===== config.mk =====
export PLATFORM = sky130hd
export DESIGN_NAME = err_cap_top
export DESIGN_NICKNAME = d
export VERILOG_FILES = /design/src/rtl/err_cap_pkg.sv /design/src/rtl/err_cap_fsm.sv /design/src/rtl/err_cap_store.sv /design/src/rtl/err_cap_cause.sv /design/src/rtl/err_cap_top.sv
export SDC_FILE = /design/constraint.sdc
export NUM_CORES = 1
export LEC_CHECK = 0
export ABC_CLOCK_PERIOD_IN_PS = 3700
export BUFFER_PORTS_ARGS = -buffer_cell sky130_fd_sc_hd__buf_2
export CAP_MARGIN = 20
export CORE_ASPECT_RATIO = 0.75
export CORE_MARGIN = 8
export CORE_UTILIZATION = 55
export CTS_BUF_LIST = sky130_fd_sc_hd__clkbuf_16
export DETAILED_ROUTE_END_ITERATION = 16
export PLACE_DENSITY = 0.87
export SLEW_MARGIN = 25
export SYNTH_ARGS = -nofsm -noshare
export SYNTH_HDL_FRONTEND = slang
export SYNTH_HIERARCHICAL = 1
export SYNTH_SLANG_ARGS = --single-unit

===== constraint.sdc =====
create_clock -name clk -period 3.7 [get_ports clk]
set_clock_uncertainty 0.05 [all_clocks]
set_input_delay 0.555 -clock clk [delete_from_list [all_inputs] [get_ports clk]]
set_output_delay 0.555 -clock clk [all_outputs]
set_load 0.01 [all_outputs]

===== src/rtl/err_cap_pkg.sv =====
package err_cap_pkg;

    typedef enum logic {
        CAP_ARMED  = 1'b0,
        CAP_LOCKED = 1'b1
    } cap_state_e;

    localparam int unsigned WORD_CAUSE = 0;
    localparam int unsigned WORD_MASK  = 1;
    localparam int unsigned WORD_ADDR  = 2;
    localparam int unsigned WORD_APAR  = 3;
    localparam int unsigned WORD_DLO   = 4;
    localparam int unsigned WORD_DHI   = 5;
    localparam int unsigned WORD_DPAR  = 6;

endpackage


===== src/rtl/err_cap_fsm.sv =====
module err_cap_fsm
    import err_cap_pkg::*;
(
    input  logic       clk,
    input  logic       rst_n,
    input  logic       any_evt,
    input  logic       rearm,
    output cap_state_e state,
    output logic       cap_en
);

    cap_state_e state_q, state_d;

    always_comb begin
        state_d = state_q;
        unique case (state_q)
            CAP_ARMED:  if (any_evt) state_d = CAP_LOCKED;
            CAP_LOCKED: if (rearm)   state_d = CAP_ARMED;
        endcase
    end

    always_ff @(posedge clk) begin
        if (!rst_n) state_q <= CAP_ARMED;
        else        state_q <= state_d;
    end

    always_comb begin
        state  = state_q;
        cap_en = (state_q == CAP_ARMED) && any_evt;
    end

endmodule


===== src/rtl/err_cap_store.sv =====
module err_cap_store #(
    parameter int unsigned NUM_ERR = 8,
    parameter int unsigned SEL_W   = 5,
    parameter int unsigned ADDR_W  = 32,
    parameter int unsigned DATA_W  = 64,
    parameter int unsigned DPAR_W  = 8,
    parameter int unsigned APAR_W  = 4
) (
    input  logic              clk,
    input  logic              rst_n,
    input  logic              cap_en,
    input  logic [NUM_ERR-1:0] evt,
    input  logic [ADDR_W-1:0] addr,
    input  logic [DATA_W-1:0] data,
    input  logic [DPAR_W-1:0] dpar,
    input  logic [APAR_W-1:0] apar,
    output logic [ADDR_W-1:0] cap_addr,
    output logic [DATA_W-1:0] cap_data,
    output logic [DPAR_W-1:0] cap_dpar,
    output logic [APAR_W-1:0] cap_apar,
    output logic [SEL_W-1:0]  sel
);

    logic [SEL_W-1:0] first_idx;

    // lowest set event index wins
    always_comb begin
        first_idx = '0;
        for (int i = NUM_ERR - 1; i >= 0; i--) begin
            if (evt[i]) first_idx = SEL_W'(i);
        end
    end

    always_ff @(posedge clk) begin
        if (!rst_n) begin
            cap_addr <= '0;
            cap_data <= '0;
            cap_dpar <= '0;
            cap_apar <= '0;
            sel      <= '0;
        end else if (cap_en) begin
            cap_addr <= addr;
            cap_data <= data;
            cap_dpar <= dpar;
            cap_apar <= apar;
            sel      <= first_idx;
        end
    end

endmodule


===== src/rtl/err_cap_cause.sv =====
module err_cap_cause #(
    parameter int unsigned NUM_ERR = 8
) (
    input  logic               clk,
    input  logic               rst_n,
    input  logic [NUM_ERR-1:0] evt,
    input  logic               clr_we,
    input  logic [NUM_ERR-1:0] keep_bits,
    input  logic               mask_we,
    input  logic [NUM_ERR-1:0] mask_wdata,
    output logic [NUM_ERR-1:0] cause,
    output logic [NUM_ERR-1:0] mask,
    output logic               irq
);

    logic [NUM_ERR-1:0] cause_d;

    always_comb begin
        cause_d = cause;
        if (clr_we) cause_d = cause_d & keep_bits;
        cause_d = cause_d | evt;
    end

    always_ff @(posedge clk) begin
        if (!rst_n) begin
            cause <= '0;
            mask  <= '0;
            irq   <= 1'b0;
        end else begin
            cause <= cause_d;
            if (mask_we) mask <= mask_wdata;
            irq <= |(cause & mask);
        end
    end

endmodule


===== src/rtl/err_cap_top.sv =====
module err_cap_top
    import err_cap_pkg::*;
#(
    parameter int unsigned NUM_ERR = 8,
    parameter int unsigned SEL_W   = 5,
    parameter int unsigned ADDR_W  = 32,
    parameter int unsigned DATA_W  = 64,
    parameter int unsigned DPAR_W  = 8,
    parameter int unsigned APAR_W  = 4,
    parameter int unsigned IDX_W   = 3,
    parameter int unsigned BUS_W   = 32
) (
    input  logic              clk,
    input  logic              rst_n,
    input  logic [NUM_ERR-1:0] evt_i,
    input  logic [ADDR_W-1:0] evt_addr_i,
    input  logic [DATA_W-1:0] evt_data_i,
    input  logic [DPAR_W-1:0] evt_dpar_i,
    input  logic [APAR_W-1:0] evt_apar_i,
    input  logic              reg_wr_i,
    input  logic              reg_rd_i,
    input  logic [IDX_W-1:0]  reg_idx_i,
    input  logic [BUS_W-1:0]  reg_wdata_i,
    output logic [BUS_W-1:0]  reg_rdata_o,
    output logic              irq_o
);

    localparam int unsigned CAUSE_PAD = BUS_W - SEL_W - NUM_ERR;
    localparam int unsigned APAR_LSB  = 4;
    localparam int unsigned APAR_PAD  = BUS_W - APAR_W - APAR_LSB;
    localparam int unsigned HALF_W    = DATA_W / 2;

    cap_state_e        fsm_state;
    logic              cap_en;
    logic              rearm;
    logic [NUM_ERR-1:0] cause, mask;
    logic [ADDR_W-1:0] cap_addr;
    logic [DATA_W-1:0] cap_data;
    logic [DPAR_W-1:0] cap_dpar;
    logic [APAR_W-1:0] cap_apar;
    logic [SEL_W-1:0]  sel;
    logic              unused_wbits;

    assign rearm        = reg_rd_i && (reg_idx_i == IDX_W'(WORD_ADDR));
    assign unused_wbits = ^reg_wdata_i[BUS_W-1:NUM_ERR];

    err_cap_fsm u_fsm (
        .clk     (clk),
        .rst_n   (rst_n),
        .any_evt (|evt_i),
        .rearm   (rearm),
        .state   (fsm_state),
        .cap_en  (cap_en)
    );

    err_cap_store #(
        .NUM_ERR(NUM_ERR), .SEL_W(SEL_W), .ADDR_W(ADDR_W),
        .DATA_W(DATA_W), .DPAR_W(DPAR_W), .APAR_W(APAR_W)
    ) u_store (
        .clk      (clk),
        .rst_n    (rst_n),
        .cap_en   (cap_en),
        .evt      (evt_i),
        .addr     (evt_addr_i),
        .data     (evt_data_i),
        .dpar     (evt_dpar_i),
        .apar     (evt_apar_i),
        .cap_addr (cap_addr),
        .cap_data (cap_data),
        .cap_dpar (cap_dpar),
        .cap_apar (cap_apar),
        .sel      (sel)
    );

    err_cap_cause #(.NUM_ERR(NUM_ERR)) u_cause (
        .clk        (clk),
        .rst_n      (rst_n),
        .evt        (evt_i),
        .clr_we     (reg_wr_i && (reg_idx_i == IDX_W'(WORD_CAUSE))),
        .keep_bits  (reg_wdata_i[NUM_ERR-1:0]),
        .mask_we    (reg_wr_i && (reg_idx_i == IDX_W'(WORD_MASK))),
        .mask_wdata (reg_wdata_i[NUM_ERR-1:0]),
        .cause      (cause),
        .mask       (mask),
        .irq        (irq_o)
    );

    always_comb begin
        reg_rdata_o = '0;
        unique case (reg_idx_i)
            IDX_W'(WORD_CAUSE): reg_rdata_o = {sel, {CAUSE_PAD{1'b0}}, cause};
            IDX_W'(WORD_MASK):  reg_rdata_o = BUS_W'(mask);
            IDX_W'(WORD_ADDR):  reg_rdata_o = BUS_W'(cap_addr);
            IDX_W'(WORD_APAR):  reg_rdata_o = {{APAR_PAD{1'b0}}, cap_apar, {APAR_LSB{1'b0}}};
            IDX_W'(WORD_DLO):   reg_rdata_o = BUS_W'(cap_data[HALF_W-1:0]);
            IDX_W'(WORD_DHI):   reg_rdata_o = BUS_W'(cap_data[DATA_W-1:HALF_W]);
            IDX_W'(WORD_DPAR):  reg_rdata_o = BUS_W'(cap_dpar);
            default:            reg_rdata_o = '0;
        endcase
    end

endmodule


==> results of run 1 <==
## metrics by stage
stage / setup slack [ns] / cell area, sq um / cells / total power [W] / hold WS, ns
2_1_floorplan: 1.61 / 6080 / 595 / 0.00190 / 0.399
3_3_place_gp: 1.05 / 6830 / 861 / 0.00202 / 0.442
3_5_place_dp: 1.04 / 6830 / 861 / 0.00205 / 0.452
4_1_cts: 1.04 / 7360 / 892 / 0.00354 / 0.339
5_1_grt: 0.959 / 7360 / 893 / 0.00366 / 0.355
6_report: 1.06 / 7360 / 893 / 0.00352 / 0.358
## synth_stat cells (3+ instances only)
library cell	n	area (sq um)
mux2i_1	159	1590
a21oi_1	12	60.1
nand3_1	3	15.0
clkbuf_1	15	56.3
nor2_1	22	82.6
dfxtp_1	129	2580
buf_8	7	105
a22oi_1	4	30.0
nand2_1	23	86.3
mux2_2	5	56.3
o21a_1	3	22.5
nor3b_1	5	37.5
nor4_1	3	18.8
o21ai_0	22	110
buf_2	9	45.0
nand2b_1	9	56.3
buf_4	13	97.6
o22ai_1	5	31.3
nor2b_1	112	701
nand3b_1	3	22.5
## flip-flops by register name, summed over array words and instances (netlist names)
register / flops
u_store/cap_dpar: 8
u_fsm/state: 1
u_cause/mask: 8
u_store/cap_apar: 4
u_store/cap_addr: 32
u_cause/irq: 1
u_cause/cause: 8
u_store/cap_data: 64
u_store/sel: 3
## cells by family after synthesis
logic type	count (synthesis)
compound gates	63
simple gates	187
mux	165
flops	129
other cells	1
buf+inv	49
## routing by layer
metal  GRT usage, %  wire, um  share of wire (%)
met1           28.6      7170                 43
met2           34.3      7760                 47
met3           7.48      1390                8.4
met4           7.42       166                1.0
met5              0        18               0.11
## tightest hold or removal path, cell delays in order
cell and delay [ns]:
buf_2 0.09, mux2i_1 0.06, nor2_1 0.07
## power by group through the flow
stage / registers (W) / logic, W / clock network [W]
global placement: 0.00156 / 0.000459 / 0
CTS: 0.00154 / 0.000484 / 0.00152
floorplan: 0.00155 / 0.000349 / 0
global route: 0.00155 / 0.000526 / 0.00158
detailed placement: 0.00157 / 0.000479 / 0
finish: 0.00154 / 0.000484 / 0.00149
## how the worst min path moves through the flow
stage	from	endpoint	depth (start not counted)
after floorplan	u_store/sel[2]	u_store/sel[2]	2
after detailed placement	u_store/cap_apar[3]	u_store/cap_apar[3]	2
final	reg_wdata_i[5]	u_cause/mask[5]	3
after global routing	reg_wdata_i[5]	u_cause/mask[5]	3
after global placement	u_store/cap_apar[3]	u_store/cap_apar[3]	2
after CTS	reg_wdata_i[5]	u_cause/mask[5]	3
## layout make-up
class / count / share of cell area [%]
Clock buffer: 17 / 5.78
Multi-Input combinational cell: 417 / 43.0
Tap cell: 140 / 2.38
Antenna cell: 1 / 0.0340
Timing Repair Buffer: 172 / 12.2
Inverter: 3 / 0.153
Sequential cell: 129 / 35.1
Clock inverter: 14 / 1.39
==> out/metrics.yaml, run 1 <==
status:
  status: "finished, final reports clean"
sta:
  final-hold-violation-count: 0
  tns_ns: 0
  slew_headroom_pct: 50.2
  fin_crit_sh_pct: 71.4
  max_freq_mhz: 378
  slew_violations: 0
  worstMarginPinSlew_ns: 0.747
  rsz0062_at_grt: "no"
  fin_crit_ns: 2.64
  setup_viol: 0
cts:
  cts_resized: 0
  ctsHtreeMaxLevel: 4
  cts_tree: "done"
  insertion_delay_ns: 0.40
  cts.path.max_buffers: 2
  clkTransAtPathRegs_ns: 0.06
  cts_num_sinks: 129
  ctsHoldBuffers: 0
  root_buffer: "clkbuf_16"
  cts_buffers: 17
  cts_setup_buffers: 0
synth:
  yosysSeqAreaShare_pct: 42.5
  synth_top_family_by_area: "multiplexers"
  synth.avg_cell_area_sq_um: 10.2
  synth_warnings: 6
  ys_seq_elements: 129
  synth_area_sq_mm: 0.00608
  synth_cells: 594
  ys.flop_type: "dfxtp_1"
  synthMuxAreaShare_pct: 27.5
  synth_compound_area_share_pct: 6.77
  synthAdderAreaFrac_pct: 0
  async_reset_ff_share_pct: 0
  synth-xor-area-share_pct: 0
  post_synth_and_or_nand_nor_area_fraction_pct: 17.7
  synth-edff-count: 0
  yosysUniqueCellTypes: 44
finish:
  final_cell_mix: "163 x buf_2, 159 x mux2i_1, 129 x dfxtp_1, 112 x nor2b_1, 23 x nand2_1"
  ff_latch_area_sq_mm: 0.00258
  nNetsFinal: 895
  multi_input_area_sq_mm: 0.00317
  drive_above_1_share_pct: 28.3
  final_common_cell: "buf_2"
  fill_cells: 862
  syn_to_final_growth_pct: 21.1
  post-route-util_pct: 67.8
global_route:
  grt_pass1_wl_um: 26000
  grt_max_degree: 65
  overflow: 0
  grt_antenna_before_repair: 3
  track_usage_pct: 22.3
  grt_pass1_vias: 5095
critical_path:
  cp_data_required_time_ns: 3.09
  setup.worst_path.end: "reg_rdata_o[7]"
  crit_type: "in2out"
  path_buf_inv: 3
  reg2reg_depth: 4
  end_kind: "primary output"
  cpLargestDelayFamily: "buffers and inverters"
  cp_slowest_cell: "mux2_2"
  cp_max_fo: 17
  worstPathCellList: "buf_2, buf_4, mux2_2, a21oi_1, o211ai_1, buf_2"
  path_common_cell: "buf_2"
  timing.rr.start: "u_fsm/state"
  worstSetupStartpoint: "reg_idx_i[0]"
  r2r-end: "u_store/cap_addr[28]"
  cp-start-kind: "input pin"
  critical-path-max-stage-delay_ns: 0.38
  cp_num_cells: 6
  reg2reg_slack_ns: 1.86
  cp.arrival_ns: 2.04
placed_design:
  io_buffers: 163
  place.gp.congestion: 0.866
  hpwl_um: 11700
floorplan:
  start_util_pct: 56.0
  design.portCount: 188
  coreArea_sq_mm: 0.0109
  chipHeight_um: 107
  die-width_um: 137
  die-area_sq_mm: 0.0147
  rows: 33
power:
  intPower_w: 0.00263
  leakagePower_nw: 3.53
  p_clk_share_pct: 42.4
  combPwrFrac_pct: 13.7
  p_per_area_mw_per_mm2: 478
  switching_share_pct: 25.3
  power.share.sequential_pct: 43.9
  p_sw_w: 0.000890
  vdd_drop_max_mv: 0.321
detailed_routing:
  routed_wl_um: 16500
  initialDrtViolationCount: 335
  antenna_left: 0
  via_per_inst: 5.39
  wl_per_cell_um: 18.5
  post-route-drc-count: 0
  dr_total_vias: 4817
  dr.pass1.iters: 5
hold_path:
  holdCritPathClass: "in2reg"
job:
  cap_violations: 0
(Power assumes the default switching activity.)
==> inputs of run 2 (changes only) <==
--- a/config.mk
+++ b/config.mk
@@ -5,15 +5,15 @@
 export SDC_FILE = /design/constraint.sdc
 export NUM_CORES = 1
 export LEC_CHECK = 0
-export ABC_CLOCK_PERIOD_IN_PS = 3700
+export ABC_CLOCK_PERIOD_IN_PS = 2400
 export BUFFER_PORTS_ARGS = -buffer_cell sky130_fd_sc_hd__buf_2
 export CAP_MARGIN = 20
 export CORE_ASPECT_RATIO = 0.75
 export CORE_MARGIN = 8
-export CORE_UTILIZATION = 55
+export CORE_UTILIZATION = 47
 export CTS_BUF_LIST = sky130_fd_sc_hd__clkbuf_16
 export DETAILED_ROUTE_END_ITERATION = 16
-export PLACE_DENSITY = 0.87
+export PLACE_DENSITY = 0.79
 export SLEW_MARGIN = 25
 export SYNTH_ARGS = -nofsm -noshare
 export SYNTH_HDL_FRONTEND = slang
==> constraint.sdc (replaced) <==
create_clock -name clk -period 2.4 [get_ports clk]
set_clock_uncertainty 0.05 [all_clocks]
set_input_delay 0.36 -clock clk [delete_from_list [all_inputs] [get_ports clk]]
set_output_delay 0.36 -clock clk [all_outputs]
set_load 0.01 [all_outputs]
==> run 2 against run 1 <==
Critical path depth unchanged. Via count is 0.64% lower. Global-route usage fell by 3.1 points. Sequential share of layout area is 0.53 points lower. Count of clock-buffer cells in the layout did not move. Die area grew 15%. Non-clock buffer count grew 9. Power is 50% higher. Sequential power up 55%. Design area rose by 1.5%. Sequential cell count stayed put. Combinational power up 60%. Largest cell class unchanged.
==> out/metrics.yaml, run 2 (synthesized netlist as in run 1, its figures left out) <==
floorplan:
  design.portCount: 188  # unchanged
  die-width_um: 147  # +7.2%
  start_util_pct: 47.5  # -8.5 points
  die-area_sq_mm: 0.0169  # +15%
  coreArea_sq_mm: 0.0128  # +18%
  chipHeight_um: 115  # +7.0%
  rows: 36  # +9.1%
critical_path:
  worstPathCellList: "buf_2, buf_4, mux2i_1, o21a_1, o21ai_0, buf_2"
  path_common_cell: "buf_2"
  cp-start-kind: "input pin"
  reg2reg_depth: 4  # unchanged
  critical-path-max-stage-delay_ns: 0.42  # +0.04 ns
  cpLargestDelayFamily: "buffers and inverters"
  cp_num_cells: 6  # unchanged
  cp_data_required_time_ns: 1.99  # -1.10 ns
  path_buf_inv: 3  # unchanged
  end_kind: "primary output"
  cp.arrival_ns: 1.68  # -0.36 ns
  cp_slowest_cell: "mux2i_1"
  crit_type: "in2out"
  cp_max_fo: 22  # +5
detailed_routing:
  routed_wl_um: 16200  # -1.8%
  initialDrtViolationCount: 277  # -17%
  wl_per_cell_um: 17.4  # -5.8%
  via_per_inst: 5.14  # -4.7%
  dr_total_vias: 4786  # -0.64%
  dr.pass1.iters: 5  # unchanged
  antenna_left: 0  # unchanged
  post-route-drc-count: 0  # unchanged
job:
  cap_violations: 0  # unchanged
finish:
  regMostFlops: "u_store/cap_data"
  final_cell_area_sq_mm: 0.00748  # +1.5%
  final_cell_mix: "163 x buf_2, 159 x mux2i_1, 129 x dfxtp_1, 112 x nor2b_1, 23 x nand2_1"
  drive_above_1_share_pct: 28.7  # +0.36 points
  biggestRegsByFlops: "u_store/cap_data x64, u_store/cap_addr x32"
  nNetsFinal: 904  # +1.0%
  largest_reg_flops: 64  # unchanged
  diodes: 0  # -1
  syn_to_final_growth_pct: 23.0
  instances_no_fill: 931  # +4.3%
  final_common_cell: "buf_2"
cts:
  cts_setup_buffers: 0  # unchanged
  clkTransAtPathRegs_ns: 0.06  # about the same
  cts.path.max_buffers: 2  # unchanged
  ctsHoldBuffers: 0  # unchanged
  insertion_delay_ns: 0.41  # about the same
  cts_resized: 0  # unchanged
  cts_buffers: 17  # unchanged
  root_buffer: "clkbuf_16"
  cts_tree: "done"
  cts_num_sinks: 129  # unchanged
  ctsHtreeMaxLevel: 4  # unchanged
global_route:
  grt_max_degree: 48  # -26%
  grt_pass1_vias: 4964  # -2.6%
  track_usage_pct: 19.1  # -3.1 points
  grt_antenna_before_repair: 0  # -3
  grt_pass1_wl_um: 25400  # -2.2%
  overflow: 0  # unchanged
sta:
  final-hold-violation-count: 0  # unchanged
  rsz0062_at_grt: "no"
  worstMarginPinSlew_ns: 0.669  # -0.0777 ns
  slew_violations: 0  # unchanged
  fin_crit_ns: 2.09
  fin_crit_sh_pct: 87.1
  max_freq_mhz: 478
  slew_headroom_pct: 55.2  # +5.0 points
  tns_ns: 0  # unchanged
  setup_viol: 0  # unchanged
power:
  combPwrFrac_pct: 14.6  # +0.9 points
  power_w: 0.00530  # +50%
  vdd_drop_max_mv: 0.486  # +52%
  switching_share_pct: 25.3  # +0.028 points
  p_clk_share_pct: 40.5  # -1.9 points
  power.share.sequential_pct: 44.9  # +1.0 points
  leakagePower_nw: 3.59  # +1.8%
  p_sw_w: 0.00134  # +51%
  p_per_area_mw_per_mm2: 708  # +48%
  intPower_w: 0.00396  # +50%
hold_path:
  holdPathStages: 3  # unchanged
  holdCritPathClass: "in2reg"
placed_design:
  placed_cells: 901  # +4.6%
  place.gp.congestion: 0.875  # +1.1%
  place_area_sq_mm: 0.00699  # +2.3%
  hpwl_um: 11900  # +1.6%
  io_buffers: 163  # unchanged
status:
  status: "finished, final reports clean"
-- run 2: cell count changes in the layout (fill, tap and decap cells not counted) --
cell        delta
buf_12         +4
diode_2        -1
buf_4          +5
inv_1          +3
bufinv_16      -1
clkinvlp_4     -3
-- run 2: final timing paths --
| check | start | endpoint | slack, ns |
|---|---|---|---|
| hold / removal | evt_data_i[49] | u_store/cap_data[49] | 0.15 |
| setup reg to reg | u_fsm/state | u_store/cap_data[51] | 0.81 |
| setup / recovery | reg_idx_i[0] | reg_rdata_o[1] | 0.31 |
| hold reg to reg | u_store/cap_addr[3] | u_store/cap_addr[3] | 0.46 |
-- run 2: worst register-to-register path, stage by stage, from the launching register on --
cell and delay (ns):
dfxtp_1 0.33, nor2b_4 0.48, buf_12 0.30, mux2i_1 0.25, nor2b_1 0.07
-- run 2: per-layer routing --
layer | vias to the layer above | global-route usage, % | part of all wire [%]
li1 | 2354 | - | -
met1 | 2245 | 24.0 | 46
met2 | 166 | 30.6 | 46
met3 | 21 | 5.49 | 6.0
met4 | 0 | 7.32 | 1.5
met5 | - | 0 | 0
-- run 2: power by group through the flow --
stage / sequential, W / clock (W) / combinational, W
5_1_grt: 0.00240 / 0.00229 / 0.000841
6_report: 0.00238 / 0.00214 / 0.000773
3_5_place_dp: 0.00242 / 0 / 0.000770
4_1_cts: 0.00238 / 0.00219 / 0.000775
3_3_place_gp: 0.00241 / 0 / 0.000743
2_1_floorplan: 0.00239 / 0 / 0.000537
-- run 2: cell type report --
class | instances | area (sq um)
Clock buffer | 17 | 425
Clock inverter | 13 | 61.3
Fill cell | 1084 | 5320
Inverter | 3 | 11.3
Multi-Input combinational cell | 417 | 3170
Sequential cell | 129 | 2580
Tap cell | 171 | 214
Timing Repair Buffer | 181 | 1010
-- run 2: through the flow --
stage | utilization (%) | setup WS, ns | hold slack [ns]
2_1_floorplan | - | 0.697 | 0.399
3_3_place_gp | 54.6 | 0.369 | 0.442
3_5_place_dp | 54.6 | 0.353 | 0.451
4_1_cts | 58.5 | 0.332 | 0.130
5_1_grt | 58.5 | 0.215 | 0.144
6_report | 58.5 | 0.309 | 0.149
==> inputs of run 3 (changes only) <==
--- a/config.mk
+++ b/config.mk
@@ -9,7 +9,7 @@
 export BUFFER_PORTS_ARGS = -buffer_cell sky130_fd_sc_hd__buf_2
 export CAP_MARGIN = 20
 export CORE_ASPECT_RATIO = 0.75
-export CORE_MARGIN = 8
+export CORE_MARGIN = 2
 export CORE_UTILIZATION = 47
 export CTS_BUF_LIST = sky130_fd_sc_hd__clkbuf_16
 export DETAILED_ROUTE_END_ITERATION = 16
==> run 3 against run 2 <==
Global-route usage up 2.6 points. Combinational power down 3.0%. Clock power up 14%. Setup slack worse by 0.038 ns. Die area down 18%. Sequential power about the same.
==> out/metrics.yaml, run 3 (synthesized netlist as in run 1, its figures left out) <==
critical_path:
  cp_max_fo: 17  # -23%
  crit_type: "in2out"
  end_kind: "primary output"
  cp-start-kind: "input pin"
  cp.arrival_ns: 1.72  # +0.04 ns
  reg2reg_slack_ns: 0.95  # +0.14 ns
  cp_data_required_time_ns: 1.99  # about the same
sta:
  fin_crit_ns: 2.13  # +0.0379 ns
  fin_hold_ws_ns: 0.154  # +0.00437 ns
  final-hold-violation-count: 0  # unchanged
  slew_headroom_pct: 61.3  # +6.1 points
  fin_crit_sh_pct: 88.7  # +1.6 points
  max_freq_mhz: 470  # -1.8%
  slew_violations: 0  # unchanged
  rsz0062_at_grt: "no"
  worstMarginPinSlew_ns: 0.578  # -0.0908 ns
  setup_viol: 0  # unchanged
  tns_ns: 0  # unchanged
finish:
  drive_above_1_share_pct: 29.1  # +0.45 points
  diodes: 0  # unchanged
  final_cell_area_sq_mm: 0.00749  # +0.18%
  final_common_cell: "buf_2"
  nNetsFinal: 897  # -0.77%
  final_cell_mix: "163 x buf_2, 159 x mux2i_1, 129 x dfxtp_1, 112 x nor2b_1, 23 x nand2_1"
  regMostFlops: "u_store/cap_data"
  syn_to_final_growth_pct: 23.2
  instances_no_fill: 921  # -1.1%
  biggestRegsByFlops: "u_store/cap_data x64, u_store/cap_addr x32"
  largest_reg_flops: 64  # unchanged
  fill_cells: 1088  # +0.37%
detailed_routing:
  antenna_left: 0  # unchanged
  via_per_inst: 5.16  # +0.28%
  post-route-drc-count: 0  # unchanged
  dr.pass1.iters: 4  # -1
  dr_total_vias: 4748  # -0.79%
  wl_per_cell_um: 16.4  # -5.9%
  initialDrtViolationCount: 289  # +4.3%
  routed_wl_um: 15100  # -7.0%
power:
  vdd_drop_max_mv: 0.497  # +2.3%
  p_per_area_mw_per_mm2: 741  # +4.6%
  p_clk_share_pct: 43.7  # +3.2 points
  leakagePower_nw: 3.56  # -0.87%
  p_sw_w: 0.00145  # +7.9%
  switching_share_pct: 26.1  # +0.75 points
  intPower_w: 0.00411  # +3.8%
  power.share.sequential_pct: 42.8  # -2.1 points
  combPwrFrac_pct: 13.5  # -1.1 points
global_route:
  grt_antenna_before_repair: 0  # unchanged
  overflow: 0  # unchanged
  grt_max_degree: 85  # +77%
  grt_pass1_vias: 4742  # -4.5%
  track_usage_pct: 21.7  # +2.6 points
  grt_pass1_wl_um: 23400  # -8.0%
placed_design:
  place_area_sq_mm: 0.00693  # -0.84%
  io_buffers: 163  # unchanged
  place.gp.congestion: 0.855  # -2.4%
  hpwl_um: 10700  # -9.9%
  placed_cells: 889  # -1.3%
cts:
  ctsHtreeMaxLevel: 4  # unchanged
  cts_num_sinks: 129  # unchanged
  cts_resized: 0  # unchanged
  insertion_delay_ns: 0.40  # about the same
  cts_setup_buffers: 0  # unchanged
  cts_buffers: 17  # unchanged
  clkTransAtPathRegs_ns: 0.06  # about the same
  root_buffer: "clkbuf_16"
  cts_tree: "done"
  cts.path.max_buffers: 2  # unchanged
  ctsHoldBuffers: 0  # unchanged
floorplan:
  die-area_sq_mm: 0.0139  # -18%
  rows: 35  # -2.8%
  chipHeight_um: 103  # -10%
  coreArea_sq_mm: 0.0124  # -2.8%
  design.portCount: 188  # unchanged
  die-width_um: 135  # -8.1%
  start_util_pct: 48.9  # +1.4 points
status:
  status: "finished, final reports clean"
hold_path:
  holdCritPathClass: "in2reg"
job:
  cap_violations: 0  # unchanged
[run 3: cell count changes in the layout (fill, tap and decap cells not counted), sizes merged]
cell      delta
buf          -7
clkinvlp     +4
clkinv       -2
bufinv       +1
inv          -1
[run 3: power groups by stage]
stage	clock, W	sequential (W)	combinational [W]
floorplan	0	0.00239	0.000537
global placement	0	0.00241	0.000726
detailed placement	0	0.00242	0.000750
CTS	0.00247	0.00238	0.000751
global route	0.00257	0.00239	0.000821
finish	0.00243	0.00238	0.000750
[run 3: critical path, cell delays in order]
cell and delay (ns):
buf_2 0.31, nand2b_1 0.21, buf_4 0.24, or2_2 0.31, o211ai_1 0.12, buf_2 0.18
[run 3: cell type report]
class | count | area, sq um | area share [%]
multi-input combinational | 417 | 3170 | 42.3
sequential | 129 | 2580 | 34.5
timing repair buffer | 174 | 961 | 12.8
clock buffer | 17 | 425 | 5.68
tap | 166 | 208 | 2.77
clock inverter | 15 | 134 | 1.79
inverter | 3 | 11.3 | 0.150
[run 3: routing by layer]
metal	global-route usage (%)	routed length [um]	up-vias
met1	29.1	6910	2227
li1	-	-	2348
met3	5.21	930	23
met2	34.8	6970	150
met5	0	0	-
met4	7.53	275	0
[run 3: metrics by stage]
stage	total power [W]	worst slack, ns	utilization (%)
floorplan	0.00293	0.697	-
global placement	0.00314	0.341	55.7
detailed placement	0.00317	0.287	55.7
CTS	0.00560	0.278	60.2
global route	0.00579	0.213	60.2
finish	0.00555	0.271	60.2
[run 3: worst paths after layout]
check                             from              endpoint  cells past startpoint
setup / recovery          reg_idx_i[2]        reg_rdata_o[7]                      6
hold / removal          reg_wdata_i[5]       u_cause/mask[5]                      3
setup reg to reg           u_fsm/state  u_store/cap_data[26]                      4
hold reg to reg   u_store/cap_addr[26]  u_store/cap_addr[26]                      2
